===== src/rtl/sqp_pkg.sv =====
package sqp_pkg;
   localparam int unsigned ENTRY_LOG2     = 6;           // 64-byte entries
   localparam int unsigned DB_REGION_BASE = 32'h0000_1000;
   localparam int unsigned DB_MIN_BYTES   = 8;
   localparam int unsigned DB_WORD_SHIFT  = 2;           // 4 << stride
endpackage


===== src/rtl/sqp_cfg_regs.sv =====
module sqp_cfg_regs #(
   parameter int unsigned ADDR_W    = 64,
   parameter int unsigned IDX_W     = 16,
   parameter int unsigned QID_W     = 16,
   parameter int unsigned STRIDE_W  = 4,
   parameter int unsigned DB_ADDR_W = 32
) (
   input  logic                 clk,
   input  logic                 rst_n,
   input  logic                 load,
   input  logic [QID_W-1:0]     qid,
   input  logic [ADDR_W-1:0]    base,
   input  logic [IDX_W-1:0]     size,
   input  logic [STRIDE_W-1:0]  stride,
   output logic                 active,
   output logic [ADDR_W-1:0]    base_q,
   output logic [IDX_W-1:0]     last_q,
   output logic [DB_ADDR_W-1:0] db_addr_q
);
   import sqp_pkg::*;

   logic [DB_ADDR_W-1:0] pair_off;
   logic [DB_ADDR_W-1:0] db_addr_d;

   always_comb begin
      pair_off  = DB_ADDR_W'({qid, 1'b0});
      db_addr_d = DB_ADDR_W'(DB_REGION_BASE) +
                  (pair_off << (DB_WORD_SHIFT + 32'(stride)));
   end

   always_ff @(posedge clk) begin
      if (!rst_n) begin
         active    <= 1'b0;
         base_q    <= '0;
         last_q    <= '0;
         db_addr_q <= '0;
      end else if (load) begin
         active    <= 1'b1;
         base_q    <= base;
         last_q    <= size - IDX_W'(1);
         db_addr_q <= db_addr_d;
      end
   end
endmodule


===== src/rtl/sqp_ring_index.sv =====
module sqp_ring_index #(
   parameter int unsigned IDX_W = 16
) (
   input  logic             clk,
   input  logic             rst_n,
   input  logic             load,
   input  logic             active,
   input  logic [IDX_W-1:0] last_idx,
   input  logic             cmd_valid,
   input  logic             head_valid,
   input  logic [IDX_W-1:0] head_idx,
   input  logic             ring_req,
   output logic             ready,
   output logic [IDX_W-1:0] tail,
   output logic [IDX_W-1:0] tail_next,
   output logic             ring_fire
);
   logic [IDX_W-1:0] tail_q, head_q, rung_q, tail_inc;
   logic             accept;

   always_comb begin
      tail_inc  = (tail_q == last_idx) ? '0 : tail_q + IDX_W'(1);
      ready     = active && (tail_inc != head_q);
      accept    = cmd_valid && ready;
      tail_next = accept ? tail_inc : tail_q;
      ring_fire = ring_req && active && !load && (tail_next != rung_q);
      tail      = tail_q;
   end

   always_ff @(posedge clk) begin
      if (!rst_n || load) begin
         tail_q <= '0;
         head_q <= '0;
         rung_q <= '0;
      end else begin
         tail_q <= tail_next;
         if (head_valid) head_q <= head_idx;
         if (ring_fire)  rung_q <= tail_next;
      end
   end
endmodule


===== src/rtl/sqp_slot_gen.sv =====
module sqp_slot_gen #(
   parameter int unsigned ADDR_W = 64,
   parameter int unsigned IDX_W  = 16
) (
   input  logic [ADDR_W-1:0] base,
   input  logic [IDX_W-1:0]  tail,
   output logic [ADDR_W-1:0] slot_addr
);
   import sqp_pkg::*;

   always_comb slot_addr = base + (ADDR_W'(tail) << ENTRY_LOG2);
endmodule


===== src/rtl/sqp_db_issue.sv =====
module sqp_db_issue #(
   parameter int unsigned IDX_W     = 16,
   parameter int unsigned DB_ADDR_W = 32,
   parameter int unsigned DB_BYTES  = 8
) (
   input  logic                  clk,
   input  logic                  rst_n,
   input  logic                  fire,
   input  logic [IDX_W-1:0]      value,
   input  logic [DB_ADDR_W-1:0]  addr,
   output logic                  db_valid,
   output logic [DB_ADDR_W-1:0]  db_addr,
   output logic [8*DB_BYTES-1:0] db_data,
   output logic [DB_BYTES-1:0]   db_strb
);
   always_ff @(posedge clk) begin
      if (!rst_n) begin
         db_valid <= 1'b0;
         db_addr  <= '0;
         db_data  <= '0;
      end else begin
         db_valid <= fire;
         if (fire) begin
            db_addr <= addr;
            db_data <= (8*DB_BYTES)'(value);
         end
      end
   end

   always_comb db_strb = {DB_BYTES{1'b1}};
endmodule


===== src/rtl/sq_producer.sv =====
module sq_producer #(
   parameter int unsigned ADDR_W    = 64,
   parameter int unsigned IDX_W     = 16,
   parameter int unsigned QID_W     = 16,
   parameter int unsigned STRIDE_W  = 4,
   parameter int unsigned DB_ADDR_W = 32,
   parameter int unsigned DB_BYTES  = 8
) (
   input  logic                  clk,
   input  logic                  rst_n,
   input  logic                  cfg_load,
   input  logic [QID_W-1:0]      cfg_qid,
   input  logic [ADDR_W-1:0]     cfg_base,
   input  logic [IDX_W-1:0]      cfg_size,
   input  logic [STRIDE_W-1:0]   cfg_stride,
   input  logic                  cmd_valid,
   output logic                  cmd_ready,
   output logic [ADDR_W-1:0]     slot_addr,
   input  logic                  head_valid,
   input  logic [IDX_W-1:0]      head_idx,
   input  logic                  ring_req,
   output logic                  db_valid,
   output logic [DB_ADDR_W-1:0]  db_addr,
   output logic [8*DB_BYTES-1:0] db_data,
   output logic [DB_BYTES-1:0]   db_strb
);
   import sqp_pkg::*;

   localparam int unsigned DB_DATA_W = 8 * DB_BYTES;

   generate
      if (DB_BYTES < DB_MIN_BYTES) begin : g_bad_db
         $error("DB_BYTES must be at least 8");
      end
      if (IDX_W > DB_DATA_W) begin : g_bad_idx
         $error("IDX_W must fit in doorbell data");
      end
      if (ADDR_W < IDX_W + ENTRY_LOG2) begin : g_bad_addr
         $error("ADDR_W too small for ring");
      end
   endgenerate

   logic                 cfg_active;
   logic [ADDR_W-1:0]    base_q;
   logic [IDX_W-1:0]     last_q;
   logic [DB_ADDR_W-1:0] db_addr_cfg;
   logic [IDX_W-1:0]     tail, tail_next;
   logic                 ring_fire;

   sqp_cfg_regs #(
      .ADDR_W(ADDR_W), .IDX_W(IDX_W), .QID_W(QID_W),
      .STRIDE_W(STRIDE_W), .DB_ADDR_W(DB_ADDR_W)
   ) cfg_i (
      .clk(clk), .rst_n(rst_n), .load(cfg_load), .qid(cfg_qid),
      .base(cfg_base), .size(cfg_size), .stride(cfg_stride),
      .active(cfg_active), .base_q(base_q), .last_q(last_q),
      .db_addr_q(db_addr_cfg)
   );

   sqp_ring_index #(.IDX_W(IDX_W)) idx_i (
      .clk(clk), .rst_n(rst_n), .load(cfg_load), .active(cfg_active),
      .last_idx(last_q), .cmd_valid(cmd_valid), .head_valid(head_valid),
      .head_idx(head_idx), .ring_req(ring_req), .ready(cmd_ready),
      .tail(tail), .tail_next(tail_next), .ring_fire(ring_fire)
   );

   sqp_slot_gen #(.ADDR_W(ADDR_W), .IDX_W(IDX_W)) slot_i (
      .base(base_q), .tail(tail), .slot_addr(slot_addr)
   );

   sqp_db_issue #(
      .IDX_W(IDX_W), .DB_ADDR_W(DB_ADDR_W), .DB_BYTES(DB_BYTES)
   ) db_i (
      .clk(clk), .rst_n(rst_n), .fire(ring_fire), .value(tail_next),
      .addr(db_addr_cfg), .db_valid(db_valid), .db_addr(db_addr),
      .db_data(db_data), .db_strb(db_strb)
   );
endmodule


===== config.mk =====
export PLATFORM = sky130hd
export DESIGN_NAME = sq_producer
export DESIGN_NICKNAME = d
export VERILOG_FILES = /design/src/rtl/sqp_pkg.sv /design/src/rtl/sqp_cfg_regs.sv /design/src/rtl/sqp_ring_index.sv /design/src/rtl/sqp_slot_gen.sv /design/src/rtl/sqp_db_issue.sv /design/src/rtl/sq_producer.sv
export SDC_FILE = /design/constraint.sdc
export NUM_CORES = 1
export LEC_CHECK = 0
export BUFFER_PORTS_ARGS = -buffer_cell sky130_fd_sc_hd__buf_2
export CAP_MARGIN = 30
export CORE_UTILIZATION = 45
export DETAILED_ROUTE_END_ITERATION = 16
export PLACE_DENSITY = 0.69
export SKIP_CTS_REPAIR_TIMING = 1
export SLEW_MARGIN = 10
export SYNTH_ARGS = -nofsm -noshare
export SYNTH_HDL_FRONTEND = slang
export SYNTH_SLANG_ARGS = --single-unit
export TNS_END_PERCENT = 30

===== constraint.sdc =====
create_clock -name clk -period 5 [get_ports clk]
set_input_delay 0.75 -clock clk [delete_from_list [all_inputs] [get_ports clk]]
set_output_delay 0.75 -clock clk [all_outputs]
set_load 0.02 [all_outputs]

==> metrics.yaml, run 1 <==
place_inst: 1972
fp.dieW_um: 168.0
synth_area_leaders: "dfxtp_1 34%, mux2i_1 9.4%, nor2_1 6.2%, xor2_1 5.2%, buf_4 4.2%"
dieArea_um2: 28220
synth.distinct_cells: 80
fin_util_pct: 54.39
required_ns: 4.25
clk_pin_slew_ns: 0.06
syn_avg_cell_area_um2: 8.499
core_um2: 27030
num_rows: 60
min_period_over_period_pct: 94.35
final_cells: 2025
synthCells: 1459
synth_edf_count: 0
wl_met3_mm: 1.607
grt_usage_pct: 23.45
finalHoldViolCount: 0
leakage_uw: 0.006789
vias_per_cell: 5.409
critical_path.cell_chain: "buf_6 > ha_1 > inv_1 > fa_1 > nor2b_1 > o21ai_0 > a21boi_1 > o21ai_0 > a21boi_1 > o21ai_1 > a21oi_2 > o41ai_4 > o2111ai_2 > a21oi_2 > buf_6 > nor3b_1 > xor2_1 > buf_2"
min_period_ns: 4.717
regArea_um2: 4165
whs_endpoint: "cfg_i.last_q[0]$_SDFFE_PN0P_"
worstHoldStart: "cfg_size[0]"
place.gp.congestion: 0.9276
whs_path_depth: 2
highest_layer: "met4"
yosysWarningCount: 0
numCtsBuffers: 25
fillCellCount: 2584
ant_nets: 0
r2r_cells: 18
port_buffers: 234
htreeDepth: 1
cp_slowest_cell: "fa_1"
outcome: "finished clean"
cts_tree: "yes"
multi_input_comb_area_um2: 7508
critical_path_class: "reg -> out"
area_growth_pct: 18.55
crit_buf_inv: 4
synth-main-ff-cell: "dfxtp_1"
fin_skew_ns: 0.01157
cp-start-kind: "register"
grt_pass1_wl_mm: 54.03
fmax_ghz: 0.2120
max_slew.worst_pin.slew_ns: 0.8002
setup_violations: 0
regToRegSetupSlack_ns: 0.48
yosysMostFrequentCell: "dfxtp_1"
routed_wl_mm: 33.88
route.met2.wl_mm: 16.66
num_io_pins: 292
place_ws_ns: 0.3180
layout.nets: 1808
critPathMaxFanout: 21
ys_ff_latch: 208
r2r_start: "idx_i.tail[0]$_SDFF_PP0_"
ctsLongestPathBuffers: 3
drt-met1-wl_mm: 14.54
fp.dieH_um: 168.0
overflow: 0
grt_pass1_vias: 10450
dp_hpwl_mm: 25.16
dr.pass1.iters: 5
powerDensity_nw_per_um2: 291.9
holdWs_ns: 0.4426
maxSlewViolCount: 0
synth_top_cell_area_share_pct: 33.58
setup_slack_ns: 0.2826
min_path_type: "in -> reg"
total_power_uw: 4290
cp_slowest_stage_delay_ns: 0.39
cp_top_family: "compound AO/OA/AOI/OAI gates"
netlist_area_um2: 12400
wire_per_inst_um: 16.73
async_flop_share_pct: 0
drive_gt1_share_pct: 22.29
r2r-end: "db_i.db_addr[18]$_SDFFE_PN0P_"
cts.sinks: 208
critPathArrivalTime_ns: 3.97
ys_seq_area_share_pct: 33.58
peakVddDrop_uv: 262.2
cp-end-kind: "output port"
drc: 0
cts-root-buf: "clkbuf_16"
synthTopCellsByCount: "208 x dfxtp_1, 204 x nor2_1, 116 x mux2i_1"
start_util_pct: 45.88
antenna_found_initial: 2
vias: 10950
grt_max_degree: 77
clkLatencyLatePin_ns: 0.53
cap_violations: 0
slew_headroom_pct: 46.65
drtIter0Drc: 722
yosysTopAreaCell: "dfxtp_1"
[power breakdown]
| part | internal, µW | switching, µW | total (µW) |
|---|---|---|---|
| Combinational | 252 | 381 | 633 |
| Sequential | 1720 | 49.0 | 1770 |
| Clock | 1170 | 719 | 1890 |
| Total | 3140 | 1150 | 4290 |
[through the flow]
stage | area, µm² | TNS [ns]
floorplan | 12610 | 0
global placement | 13680 | 0
detailed placement | 13680 | 0
CTS | 14530 | -3.475
global route | 14700 | -0.2734
finish | 14700 | 0
[registers in the layout (all words and copies together) (netlist names), 16 cells and up]
signal,cells
cfg_i.db_addr_q,31
cfg_i.base_q,64
cfg_i.last_q,16
db_i.db_addr,31
db_i.db_data,16
idx_i.rung_q,16
idx_i.tail,16
idx_i.head_q,16
[metal layers]
metal,global-route usage (%),vias up
met2,40.42,295
met3,3.032,74
met5,0,-
li1,-,5441
met4,8.416,0
met1,29.97,5143
[placed cells by master (no fill, tap or decap), types with 6 or more instances in the layout]
cell | synthesis | final
nand3_1 | 55 | 55
mux4_2 | 11 | 11
nand2b_1 | 13 | 13
o21ai_0 | 71 | 69
buf_2 | 21 | 232
nand2_1 | 114 | 114
xnor2_1 | 48 | 48
or3_1 | 11 | 11
nor2b_1 | 7 | 7
clkbuf_16 | 0 | 25
and4_1 | 7 | 7
mux2i_1 | 116 | 116
ha_1 | 20 | 20
a41o_1 | 15 | 14
nand4_1 | 14 | 14
o31a_1 | 6 | 6
nor3_1 | 35 | 35
o21a_1 | 7 | 7
or4_1 | 6 | 6
o22ai_1 | 10 | 10
dfxtp_1 | 208 | 207
buf_4 | 70 | 46
xor2_1 | 74 | 74
inv_1 | 23 | 22
conb_1 | 2 | 57
nor4_1 | 15 | 15
and2_1 | 9 | 9
xnor3_1 | 6 | 6
a31o_1 | 14 | 14
mux2_2 | 9 | 9
a21oi_1 | 30 | 28
a211oi_1 | 24 | 23
nor2_1 | 204 | 204
nor3b_2 | 0 | 6
a22oi_1 | 7 | 7
and3_1 | 14 | 14
[how the worst max path moves through the flow]
stage | startpoint | endpoint | cells after the start
after floorplan | idx_i.tail[0]$_SDFF_PP0_ | slot_addr[62] | 16
after global placement | idx_i.tail[2]$_SDFF_PP0_ | slot_addr[44] | 15
after detailed placement | idx_i.tail[2]$_SDFF_PP0_ | slot_addr[56] | 15
after CTS | idx_i.tail[2]$_SDFF_PP0_ | slot_addr[56] | 15
after global routing | idx_i.tail[0]$_SDFF_PP0_ | slot_addr[48] | 18
final | idx_i.tail[0]$_SDFF_PP0_ | slot_addr[54] | 18
[cell type report]
type,count,area share (%)
Antenna cell,2,0.03405
Clock inverter,12,1.175
Timing Repair Buffer,287,11.20
Multi-Input combinational cell,1119,51.08
Clock buffer,32,4.639
Inverter,24,0.6299
Tap cell,341,2.903
Sequential cell,208,28.34
[cells by family (layout without fill, tap and decap cells)]
logic type	after synthesis	in the layout	share of synthesized area (%)
simple gates	537	537	20.70
fa+ha+maj	21	21	2.180
mux	136	136	12.18
buf+inv	187	355	8.184
compound gates	239	239	13.22
flops	208	208	33.58
xor+xnor	129	129	9.899
other cells	2	59	0.06057
(Power assumes the default switching activity.)
==> run 2: changes to the inputs <==
PLACE_DENSITY = 0.68   (was 0.69)
SYNTH_HIERARCHICAL = 1   (was unset)
==> metrics.yaml, run 2 <==
netlist_area_um2: 13580  # +9.5%
cap_violations: 0  # unchanged
routed_wl_mm: 39.09  # +15%
num_io_pins: 292  # unchanged
syn_avg_cell_area_um2: 8.762  # +3.1%
place_inst: 2114  # +7.2%
cts-root-buf: "clkbuf_16"
maxSlewViolCount: 0  # unchanged
numCtsBuffers: 26  # +4.0%
dieArea_um2: 30880  # +9.4%
swShare_pct: 27.21  # +0.43 points
synthCells: 1550  # +6.2%
dr.pass1.iters: 7  # +2
min_period_ns: 4.669  # -0.04885 ns
clockPowerShare_pct: 44.1  # about the same
antenna_found_initial: 8  # +6
r2r-end: "db_i/db_addr[7]$_SDFFE_PN0P_"
layout_common_cells: "234 x buf_2, 209 x dfxtp_1, 193 x nor2_1"
grt_max_degree: 74  # -3.9%
fin_skew_ns: 0.01606  # +0.004491 ns
fin_area_um2: 15720  # +6.9%
cts.sinks: 209  # +0.48%
leakage_uw: 0.006839  # +0.73%
cp-start-kind: "register"
synth.distinct_cells: 114  # +43%
fin_util_pct: 53.04  # -1.4 points
grt_pass1_wl_mm: 59.67  # +10%
synth_area_leaders: "dfxtp_1 31%, mux2i_1 12%, xnor2_1 5.4%, nor2_1 5.3%, buf_4 4.4%"
yosysWarningCount: 6  # +6
place_area_um2: 14800  # +8.2%
route.met2.wl_mm: 19.19  # +15%
setup_slack_ns: 0.3314  # +0.04885 ns
vias_per_cell: 5.453  # +0.81%
grt_pass1_vias: 11060  # +5.8%
required_ns: 5.41  # +1.16 ns
max_slew.worst_pin.slew_ns: 0.9762  # +0.1760 ns
slew_headroom_pct: 34.92  # -12 points
tns_ns: 0  # unchanged
power_frac_comb_pct: 15.7  # +1.0 points
clk_pin_slew_ns: 0.06  # about the same
peakVddDrop_uv: 287.9  # +9.8%
yosysTopAreaCell: "dfxtp_1"
critPathMaxFanout: 49  # +130%
synth_top_cell_area_share_pct: 30.81  # -2.8 points
drc: 0  # unchanged
fmax_ghz: 0.2142  # +1.0%
start_util_pct: 45.82  # -0.059 points
outcome: "finished clean"
ctsLongestPathBuffers: 3  # unchanged
critPathArrivalTime_ns: 5.08  # +1.11 ns
seq_power_share_pct: 40.2  # -1.1 points
powerDensity_nw_per_um2: 283.2  # -3.0%
dp_hpwl_mm: 29.39  # +17%
ys_seq_area_share_pct: 30.81  # -2.8 points
layout_commonest_cell: "buf_2"
highest_layer: "met5"
area_growth_pct: 15.75
finalHoldViolCount: 0  # unchanged
grt_usage_pct: 24.27  # +0.82 points
core_um2: 29640  # +9.7%
largestRegisters: "cfg_i/base_q (64), db_i/db_addr (32), cfg_i/db_addr_q (31)"
critPathLaunch: "idx_i/tail[6]$_SDFF_PP0_"
port_buffers: 235  # +0.43%
cp-end-kind: "register"
vias: 11820  # +7.9%
regToRegSetupSlack_ns: 0.33  # -0.15 ns
htreeDepth: 1  # unchanged
synth-main-ff-cell: "dfxtp_1"
async_flop_share_pct: 0  # unchanged
min_path_type: "in -> reg"
clkLatencyLatePin_ns: 0.53  # about the same
power.switching_uw: 1211  # +5.4%
num_rows: 63  # +5.0%
setup_violations: 0  # unchanged
fp.dieH_um: 175.7  # +4.6%
place_ws_ns: 0.2093  # -0.1087 ns
ant_nets: 0  # unchanged
wl_met3_mm: 2.013  # +25%
overflow: 0  # unchanged
cts_tree: "yes"
min_period_over_period_pct: 93.37  # -0.98 points
largest_register_ffs: 64  # unchanged
fillCellCount: 2857  # +11%
yosysMostFrequentCell: "dfxtp_1"
p_int_uw: 3240  # +3.1%
cp-endpoint: "db_i/db_addr[7]$_SDFFE_PN0P_"
synthTopCellsByCount: "209 x dfxtp_1, 193 x nor2_1, 161 x mux2i_1"
wire_per_inst_um: 18.03  # +7.8%
drt-met1-wl_mm: 16.89  # +16%
final_cells: 2168  # +7.1%
synth_edf_count: 0  # unchanged
layout.nets: 1895  # +4.8%
ys_ff_latch: 209  # +0.48%
fp.dieW_um: 175.7  # +4.6%
drtIter0Drc: 745  # +3.2%
rsz0062_at_grt: "no"
place.gp.congestion: 0.9596  # +3.4%
critical_path_class: "reg -> reg"
drive_gt1_share_pct: 22.02  # -0.27 points
r2r_cells: 17  # -1
regMostFlops: "cfg_i/base_q"
r2r_start: "idx_i/tail[6]$_SDFF_PP0_"
run 2: critical path, cell delays in order, from the launching register on:
cell	delay, ns
dfxtp_1	0.57
xnor2_1	0.20
nand4_1	0.18
nor4_4	0.33
buf_12	0.25
nor2_1	0.12
a311oi_1	0.46
a2111oi_4	0.14
a41o_2	0.40
buf_4	0.19
nor2_1	0.25
a211oi_1	0.13
a2111o_1	0.40
o41ai_4	0.33
inv_2	0.08
buf_12	0.23
mux2i_1	0.20
nor2b_1	0.06
run 2: kinds of logic (layout without fill, tap and decap cells):
| logic type | count (synthesis) | in the layout | synth area share [%] |
|---|---|---|---|
| AOI/OAI and AO/OA | 236 | 236 | 13.40 |
| xor gates and xnor gates | 123 | 123 | 8.246 |
| adders and majority gates | 21 | 21 | 1.990 |
| buffers and inverters | 203 | 370 | 8.458 |
| DFF | 209 | 209 | 30.81 |
| muxes | 186 | 186 | 15.37 |
| other | 3 | 64 | 0.08291 |
| and+or+nand+nor | 569 | 569 | 21.65 |
run 2: area by class of cell:
class	count	area, µm²	area share (%)
timing repair buffer	272	1481	9.425
sequential	209	4184	26.62
inverter	51	191.4	1.218
antenna	7	17.52	0.1114
multi-input combinational	1192	8452	53.77
clock buffer	40	794.5	5.055
clock inverter	7	110.1	0.7005
tap	390	488.0	3.104
run 2: per-stage QoR:
stage	total power, µW	hold slack (ns)
floorplan	2349	0.4407
global placement	2510	0.4579
detailed placement	2515	0.4604
CTS	4499	0.4164
global route	4626	0.4440
finish	4451	0.4467
run 2: power groups by stage:
stage | registers (µW) | logic (µW) | clock network (µW)
final | 1790 | 698 | 1960
after global routing | 1800 | 754 | 2080
after CTS | 1790 | 695 | 2020
after detailed placement | 1820 | 692 | 0
after global placement | 1820 | 688 | 0
after floorplan | 1810 | 542 | 0
run 2: how the worst min path moves through the flow:
stage                                     start                                to  cells past startpoint
2_1_floorplan  cfg_i/db_addr_q[11]$_SDFFE_PN0P_  cfg_i/db_addr_q[11]$_SDFFE_PN0P_                      2
3_5_place_dp   cfg_i/db_addr_q[18]$_SDFFE_PN0P_  cfg_i/db_addr_q[18]$_SDFFE_PN0P_                      2
3_3_place_gp      idx_i/rung_q[11]$_SDFFE_PP0P_     idx_i/rung_q[11]$_SDFFE_PP0P_                      2
6_report                            cfg_size[0]      cfg_i/last_q[0]$_SDFFE_PN0P_                      2
4_1_cts                             cfg_size[0]      cfg_i/last_q[0]$_SDFFE_PN0P_                      2
5_1_grt                            cfg_base[37]     cfg_i/base_q[37]$_SDFFE_PN0P_                      3
run 2: routing by layer:
metal / up-vias / track usage, %
li1: 5786 / -
met1: 5609 / 30.61
met2: 349 / 41.80
met3: 76 / 3.788
met4: 2 / 8.370
met5: - / 0
==> run 3: changes to the inputs <==
REMOVE_ABC_BUFFERS = 1   (was unset)
==> metrics.yaml, run 3 (synthesized netlist as in run 2, its figures left out) <==
critPathMaxFanout: 36  # -27%
setup_violations: 0  # unchanged
fp.dieW_um: 175.7  # unchanged
peakVddDrop_uv: 246.2  # -14%
min_path_type: "in -> reg"
grt_max_degree: 68  # -8.1%
cp-start-kind: "register"
clockPowerShare_pct: 42.6  # -1.5 points
place_area_um2: 14800  # about the same
clk_pin_slew_ns: 0.06  # about the same
cts_tree: "yes"
core_um2: 29640  # unchanged
finalHoldViolCount: 0  # unchanged
area_growth_pct: 15.44
cp-end-kind: "register"
slew_headroom_pct: 45.72  # +11 points
routed_wl_mm: 38.45  # -1.6%
total_power_uw: 4331  # -2.7%
dp_hpwl_mm: 29.01  # -1.3%
r2r_cells: 16  # -1
ant_nets: 0  # unchanged
regMostFlops: "cfg_i/base_q"
tns_ns: 0  # unchanged
port_buffers: 235  # unchanged
layout_common_cells: "234 x buf_2, 209 x dfxtp_1, 193 x nor2_1"
p_int_uw: 3133  # -3.3%
fillCellCount: 2821  # -1.3%
largest_register_ffs: 64  # unchanged
drtIter0Drc: 837  # +12%
powerDensity_nw_per_um2: 276.2  # -2.4%
overflow: 0  # unchanged
whs_path_depth: 3  # +1
fmax_ghz: 0.2086  # -2.6%
grt_pass1_vias: 10910  # -1.4%
max_slew.worst_pin.slew_ns: 0.8080  # -0.1682 ns
required_ns: 5.41  # about the same
regToRegSetupSlack_ns: 0.21  # -0.13 ns
layout.nets: 1895  # unchanged
start_util_pct: 45.82  # unchanged
numCtsBuffers: 25  # -3.8%
power.switching_uw: 1197  # -1.1%
cts.sinks: 209  # unchanged
critical_path_class: "reg -> reg"
outcome: "finished clean"
seq_power_share_pct: 41.3  # +1.1 points
fin_skew_ns: 0.009871  # -0.006189 ns
antenna_found_initial: 10  # +2
dieArea_um2: 30880  # unchanged
dr.pass1.iters: 6  # -1
maxSlewViolCount: 0  # unchanged
min_period_over_period_pct: 95.89  # +2.5 points
vias: 11860  # +0.35%
critPathArrivalTime_ns: 5.21  # +0.13 ns
cap_violations: 0  # unchanged
swShare_pct: 27.65  # +0.44 points
grt_pass1_wl_mm: 59.37  # -0.51%
cts-root-buf: "clkbuf_16"
layout_commonest_cell: "buf_2"
htreeDepth: 1  # unchanged
fp.dieH_um: 175.7  # unchanged
fin_area_um2: 15680  # -0.26%
leakage_uw: 0.006819  # -0.30%
grt_usage_pct: 23.85  # -0.42 points
drive_gt1_share_pct: 22.00  # about the same
clkLatencyLatePin_ns: 0.53  # about the same
ctsLongestPathBuffers: 3  # unchanged
wire_per_inst_um: 17.74  # -1.6%
largestRegisters: "cfg_i/base_q (64), db_i/db_addr (32), cfg_i/db_addr_q (31)"
vias_per_cell: 5.472  # +0.35%
power_frac_comb_pct: 16.1  # +0.4 points
min_period_ns: 4.794  # +0.1258 ns
place.gp.congestion: 0.9178  # -4.4%
num_rows: 63  # unchanged
num_io_pins: 292  # unchanged
drc: 0  # unchanged
[run 3: area by class of cell]
cell class | count | area, µm² | share of cell area [%]
repair buffers | 273 | 1489 | 9.497
well taps | 390 | 488.0 | 3.113
clock buffers | 38 | 754.5 | 4.812
clock inverters | 5 | 78.83 | 0.5028
multi-input cells | 1192 | 8466 | 54.00
flip-flops and latches | 209 | 4184 | 26.69
diodes | 10 | 25.02 | 0.1596
inverters | 51 | 192.7 | 1.229
[run 3: power groups by stage]
| stage | registers, µW | clock network [µW] | logic [µW] |
|---|---|---|---|
| floorplan | 1810 | 0 | 449 |
| global placement | 1820 | 0 | 684 |
| detailed placement | 1820 | 0 | 689 |
| CTS | 1790 | 1890 | 692 |
| global route | 1800 | 1950 | 754 |
| finish | 1790 | 1850 | 696 |
[run 3: worst max-delay path: stages (launching register included)]
cell and delay (ns):
dfxtp_1 0.44, ha_1 0.28, nand3_2 0.23, nor4_4 0.30, xnor2_1 0.16, or4b_1 0.53
o311a_1 0.17, a2111oi_4 0.27, a41o_2 0.39, buf_4 0.20, mux2_2 0.37, o221ai_1 0.30
o41ai_4 0.14, inv_2 0.23, buf_12 0.29, mux2i_1 0.25, nor2b_1 0.07
[run 3: per-stage QoR]
stage                     worst slack [ns]  instances  hold WS, ns  util, %
after detailed placement            0.1121       2115       0.4561    49.95
after floorplan                     -1.701       1452       0.4406        -
after global placement              0.3025       2115       0.4542    49.95
after CTS                          0.08071       2158       0.4366    52.76
final                               0.2056       2168       0.4604    52.90
after global routing            -0.0001461       2168       0.4453    52.90
[run 3: path summary, 6_finish.rpt]
check / startpoint / to
worst max register to register: idx_i/tail[0]$_SDFF_PP0_ / db_i/db_addr[7]$_SDFFE_PN0P_
worst min register to register: cfg_i/db_addr_q[9]$_SDFFE_PN0P_ / cfg_i/db_addr_q[9]$_SDFFE_PN0P_
worst max-delay path: idx_i/tail[0]$_SDFF_PP0_ / db_i/db_addr[7]$_SDFFE_PN0P_
worst min-delay path: cfg_base[24] / cfg_i/base_q[24]$_SDFFE_PN0P_
[run 3: layer usage]
layer | routed length, µm | GRT usage [%] | share of wire, %
met4 | 1318 | 8.406 | 3.4
met2 | 17460 | 38.29 | 45
met3 | 1976 | 2.662 | 5.1
met1 | 17700 | 32.94 | 46
met5 | 0 | 0 | 0
